--- src/rtl/gpio_mw_pkg.sv ---
package gpio_mw_pkg;
  localparam int ADDR_W   = 8;
  localparam int BUS_W    = 32;
  localparam int HALF_W   = BUS_W / 2;

  localparam logic [ADDR_W-1:0] OFF_DOUT = 8'h00;
  localparam logic [ADDR_W-1:0] OFF_DIR  = 8'h08;
  localparam logic [ADDR_W-1:0] OFF_EXT  = 8'h70;
  localparam logic [ADDR_W-1:0] OFF_VER  = 8'h78;

  localparam logic [BUS_W-1:0] VERSION_WORD = 32'h0101_157C;
endpackage

--- src/rtl/gpio_mw_sync.sv ---
module gpio_mw_sync #(
  parameter int W      = 32,
  parameter int STAGES = 2
) (
  input  logic         clk_i,
  input  logic         rst_ni,
  input  logic [W-1:0] d_i,
  output logic [W-1:0] q_o
);
  logic [W-1:0] stage_q [STAGES];

  for (genvar s = 0; s < STAGES; s++) begin : g_stage
    always_ff @(posedge clk_i or negedge rst_ni) begin
      if (!rst_ni) stage_q[s] <= '0;
      else if (s == 0) stage_q[s] <= d_i;
      else stage_q[s] <= stage_q[(s == 0) ? 0 : s-1];
    end
  end

  assign q_o = stage_q[STAGES-1];
endmodule

--- src/rtl/gpio_mw_half_reg.sv ---
module gpio_mw_half_reg #(
  parameter int W = 16
) (
  input  logic         clk_i,
  input  logic         rst_ni,
  input  logic         we_i,
  input  logic [2*W-1:0] wdata_i,
  output logic [W-1:0] q_o
);
  logic [W-1:0] q;
  logic [W-1:0] bit_en;

  assign bit_en = wdata_i[2*W-1:W];

  for (genvar i = 0; i < W; i++) begin : g_bit
    always_ff @(posedge clk_i or negedge rst_ni) begin
      if (!rst_ni) q[i] <= 1'b0;
      else if (we_i && bit_en[i]) q[i] <= wdata_i[i];
    end
  end

  assign q_o = q;


  masked_keep_chk: assert property (@(posedge clk_i) disable iff (!rst_ni)
    we_i |=> ((q_o & ~$past(wdata_i[2*W-1:W])) == ($past(q_o) & ~$past(wdata_i[2*W-1:W]))));


  enabled_take_chk: assert property (@(posedge clk_i) disable iff (!rst_ni)
    we_i |=> ((q_o & $past(wdata_i[2*W-1:W])) == ($past(wdata_i[W-1:0]) & $past(wdata_i[2*W-1:W]))));


  idle_hold_chk: assert property (@(posedge clk_i) disable iff (!rst_ni)
    !we_i |=> $stable(q_o));
endmodule

--- src/rtl/gpio_mw_port.sv ---
module gpio_mw_port
  import gpio_mw_pkg::*;
#(
  parameter int NUM_PINS = 32,
  parameter int SYNC_STAGES = 2
) (
  input  logic              clk_i,
  input  logic              rst_ni,
  input  logic              wr_en_i,
  input  logic              rd_en_i,
  input  logic [ADDR_W-1:0] addr_i,
  input  logic [BUS_W-1:0]  wdata_i,
  output logic [BUS_W-1:0]  rdata_o,
  input  logic [NUM_PINS-1:0] pad_in_i,
  output logic [NUM_PINS-1:0] pad_out_o,
  output logic [NUM_PINS-1:0] pad_oe_o
);
  localparam int NUM_HALVES = NUM_PINS / HALF_W;

  logic [HALF_W-1:0]   dout_q [NUM_HALVES];
  logic [HALF_W-1:0]   dir_q  [NUM_HALVES];
  logic [NUM_PINS-1:0] pad_sync;
  logic [BUS_W-1:0]    rd_next;
  logic [BUS_W-1:0]    rdata_q;

  for (genvar h = 0; h < NUM_HALVES; h++) begin : g_half
    logic dout_we, dir_we;
    assign dout_we = wr_en_i && (addr_i == OFF_DOUT + ADDR_W'(4*h));
    assign dir_we  = wr_en_i && (addr_i == OFF_DIR  + ADDR_W'(4*h));

    gpio_mw_half_reg #(.W(HALF_W)) u_dout (
      .clk_i(clk_i), .rst_ni(rst_ni), .we_i(dout_we),
      .wdata_i(wdata_i), .q_o(dout_q[h])
    );
    gpio_mw_half_reg #(.W(HALF_W)) u_dir (
      .clk_i(clk_i), .rst_ni(rst_ni), .we_i(dir_we),
      .wdata_i(wdata_i), .q_o(dir_q[h])
    );

    assign pad_out_o[h*HALF_W +: HALF_W] = dout_q[h];
    assign pad_oe_o[h*HALF_W +: HALF_W]  = dir_q[h];
  end

  gpio_mw_sync #(.W(NUM_PINS), .STAGES(SYNC_STAGES)) u_sync (
    .clk_i(clk_i), .rst_ni(rst_ni), .d_i(pad_in_i), .q_o(pad_sync)
  );

  always_comb begin
    rd_next = '0;
    if (addr_i == OFF_EXT) rd_next = BUS_W'(pad_sync);
    if (addr_i == OFF_VER) rd_next = VERSION_WORD;
    for (int h = 0; h < NUM_HALVES; h++) begin
      if (addr_i == OFF_DOUT + ADDR_W'(4*h)) rd_next = {{HALF_W{1'b0}}, dout_q[h]};
      if (addr_i == OFF_DIR  + ADDR_W'(4*h)) rd_next = {{HALF_W{1'b0}}, dir_q[h]};
    end
  end

  always_ff @(posedge clk_i or negedge rst_ni) begin
    if (!rst_ni)      rdata_q <= '0;
    else if (rd_en_i) rdata_q <= rd_next;
    else              rdata_q <= '0;
  end

  assign rdata_o = rdata_q;


  idle_read_zero_chk: assert property (@(posedge clk_i) disable iff (!rst_ni)
    !rd_en_i |=> (rdata_o == '0));


  version_read_chk: assert property (@(posedge clk_i) disable iff (!rst_ni)
    (rd_en_i && addr_i == OFF_VER) |=> (rdata_o == 32'h0101_157C));


  ctrl_upper_zero_chk: assert property (@(posedge clk_i) disable iff (!rst_ni)
    (rd_en_i && addr_i < 8'h10) |=> (rdata_o[BUS_W-1:HALF_W] == '0));


  pads_idle_chk: assert property (@(posedge clk_i) disable iff (!rst_ni)
    !wr_en_i |=> ($stable(pad_out_o) && $stable(pad_oe_o)));
endmodule

--- config.mk ---
export PLATFORM = sky130hd
export DESIGN_NAME = gpio_mw_port
export DESIGN_NICKNAME = d
export VERILOG_FILES = /design/src/rtl/gpio_mw_pkg.sv /design/src/rtl/gpio_mw_sync.sv /design/src/rtl/gpio_mw_half_reg.sv /design/src/rtl/gpio_mw_port.sv
export SDC_FILE = /design/constraint.sdc
export NUM_CORES = 1
export LEC_CHECK = 0
export ABC_AREA = 1
export ABC_CLOCK_PERIOD_IN_PS = 1150
export BUFFER_PORTS_ARGS = -buffer_cell sky130_fd_sc_hd__clkbuf_2
export CAP_MARGIN = 20
export CORE_MARGIN = 1.5
export CORE_UTILIZATION = 52
export DETAILED_ROUTE_END_ITERATION = 16
export PLACE_DENSITY = 0.79
export SYNTH_ARGS = -nofsm -noshare
export SYNTH_HDL_FRONTEND = slang
export SYNTH_SLANG_ARGS = --single-unit
--- constraint.sdc ---
create_clock -name clk_i -period 1.15 [get_ports clk_i]
set_input_delay 0.1725 -clock clk_i [delete_from_list [all_inputs] [get_ports clk_i]]
set_output_delay 0.1725 -clock clk_i [all_outputs]
set_load 0.005 [all_outputs]
==> run metrics <==
TritonCTS Sinks 160; Switching Share 24.1%; crit path DAT 0.98 ns; Core Box Area 11600 um^2; Synth Instances 630; worst hold path type primary input to flop; hold path startpoint wdata_i[23]; post-route ant nets 0; crit path max-delay cell type dfrtp_1; status complete, but fails checks; Seq/Total Area, Yosys 63.8%; total CTS buffers 17; pwr dens 1400 nW/um^2; fmax 0.868 GHz; fillers 755; initial drt markers 511; kind of critical path flop to output port; share of cells above drive strength 1 33.9%; Area Growth Syn to Fin 42.3%; Psw 3.01 mW; slew at the pin with the worst max-slew slack 0.341 ns; chip width 113 um; final period utilization 100%; Seq pwr share 47.3%; Post-Syn Area 6270 um^2; Slew Limit Fails 0; DR WL/cell 17.2 um; CP Capture Type output port; diode count 0; Root Driver clkbuf_16; CP bufs+invs 1; first-pass GRT wire length 28400 um; total negative slack -0.00248 ns; syn avg cell area 9.96 um^2; die footprint 12700 um^2; vias in the first global route 5631; #FFs+latches synth 160; hold path depth 3; largest net degree at the start of global routing 38; reg2reg setup slack 0.10 ns; Port-buffer cells 171; peak supply drop 0.786 mV; total via count in the routed design 5604; sequential cell area 4000 um^2; multi-input logic area 1940 um^2; Worst Skew 0.00543 ns; Routed Wire Length 18500 um; CP max FO 3; Starting Density 54.0%; Worst Path Required 0.98 ns; TritonCTS clock tree built; leakage 4.62 nW; critical-path cell list clkbuf_2; DP Area 7680 um^2; Max Cap Viol 0; Tmin final 1.15 ns; most common cell after layout, fill and taps aside nand2_1; Setup violations, final 1; Comb pwr share 6.6%; die height 113 um; GP Congestion 0.882; hold endpoint g_half[1].u_dir.q_o[7]; Yosys cell types 24; clk_lat worst skew 0.42 ns; H-tree levels 4; post-layout worst setup margin -0.00248 ns; DRC viols 0; Startpoint Class flop; crit-path max cell delay 0.42 ns; initial antenna violation count 0; failing checks setup timing; Reg2Reg Depth 7; delay-heaviest family, CP flip-flops; Clock Path Buffers 2; Via density 5.22; I/O pin count 172; DRT Pass-1 Iters 7; R2R Path End rdata_o[1]; most frequent cells in the layout nand2_1, clkbuf_2, dfrtp_1; Slew Limit Headroom 77.2%; Worst-path clk slew 0.07 ns; Syn Nets 706; Tot GR Track Use 29.3%; Hold Vio Cnt, Final 0; Ys Warns 0; clock network fraction of total power 46.1%; Final Cell Area 8930 um^2; Pwr Total 12.5 mW; RSZ-0062 raised after global routing true; HPWL Detailed 12200 um; Internal Power 9.47 mW; reg2reg start g_half[1].u_dout.q_o[1]; grt total ovfl 0; num rows 39; nets 993
## sequential cells by signal, indices dropped and copies added (netlist names)
| signal | flops |
|---|---|
| g_half.u_dir.q_o | 32 |
| g_half.u_dout.q_o | 32 |
| rdata_o | 32 |
| u_sync.q_o | 32 |
| u_sync.stage_q | 32 |
## routing by layer
metal  vias to the layer above  part of all wire [%]  global-route usage [%]
li1                       2577                     -                       -
met1                      2628                    38                    35.7
met2                       336                    50                    48.3
met3                        63                   8.8                    7.77
met4                         0                   3.8                    15.6
met5                         -                     0                       0
## what timing repair did
action	4_1_cts	5_1_grt
resized for setup	0	2
hold buffers	33	0
endpoints found under the hold margin	192	0
pin swaps	0	1
buffers inserted	5	35
endpoints found under the setup margin	5	46
cloned	0	0
## logic make-up after synthesis
logic type	share of synthesized area [%]
compound gates	7.26
buf+inv	5.62
simple gates	23.3
flops	63.8
## layout make-up
type | instances | share of cell area [%]
clock buffers | 18 | 4.81
clock inverters | 14 | 1.91
inverters | 65 | 2.79
multi-input cells | 391 | 21.7
flip-flops and latches | 160 | 44.8
well taps | 143 | 2.00
repair buffers | 282 | 21.9
## power groups by stage
stage               Sequential (mW)  Clock, mW  Combinational (mW)
floorplan                      5.98          0               0.201
global placement               5.99          0               0.631
detailed placement             6.00          0               0.655
CTS                            5.90       5.78               0.759
global route                   5.91       6.08               0.907
finish                         5.90       5.76               0.824
## worst reg2reg max path, delay by kind of cell (launching register included)
| family | cells | cell delay (ns) |
|---|---|---|
| AO/OA/AOI/OAI | 1 | 0.19 |
| flip-flops | 1 | 0.39 |
| buffers and inverters | 3 | 0.21 |
| AND/OR/NAND/NOR | 3 | 0.17 |
## synthesized netlist by cell type (all sizes together)
cell type  instances  area share, %
nor3               1           0.26
inv               64            3.9
a21oi             19            1.5
or2                1           0.10
dfrtp            160             64
clkinv             1          0.060
o21ai             72            5.7
clkbuf             3           0.18
nand3             44            3.9
nand2            207             13
nor3b             14            2.3
buf               11            1.5
nor2              33            4.1
## per-stage QoR
step | setup slack (ns) | std cells | utilization [%] | hold slack (ns)
floorplan | -0.0935 | 630 | - | -0.123
global placement | -0.238 | 968 | 66.1 | 0.0869
detailed placement | -0.331 | 968 | 66.1 | 0.0849
CTS | 0.000126 | 1038 | 74.5 | 0.0256
global route | -0.0306 | 1073 | 76.9 | 0.0420
finish | -0.00248 | 1073 | 76.9 | 0.0358
## worst max path at each step
stage                                  startpoint                       to  slack [ns]  cells after the start
after floorplan                         addr_i[1]  g_half[0].u_dir.q_o[10]       -0.09                      9
after global placement                  addr_i[7]               rdata_o[1]       -0.24                     10
after detailed placement                addr_i[2]              rdata_o[17]       -0.33                      8
after CTS                 g_half[1].u_dout.q_o[9]            pad_out_o[25]      0.0001                      1
after global routing                    addr_i[2]              rdata_o[22]       -0.03                      9
final                     g_half[1].u_dout.q_o[5]            pad_out_o[21]      -0.002                      1
Note: power is estimated with default switching activity, not from simulation.
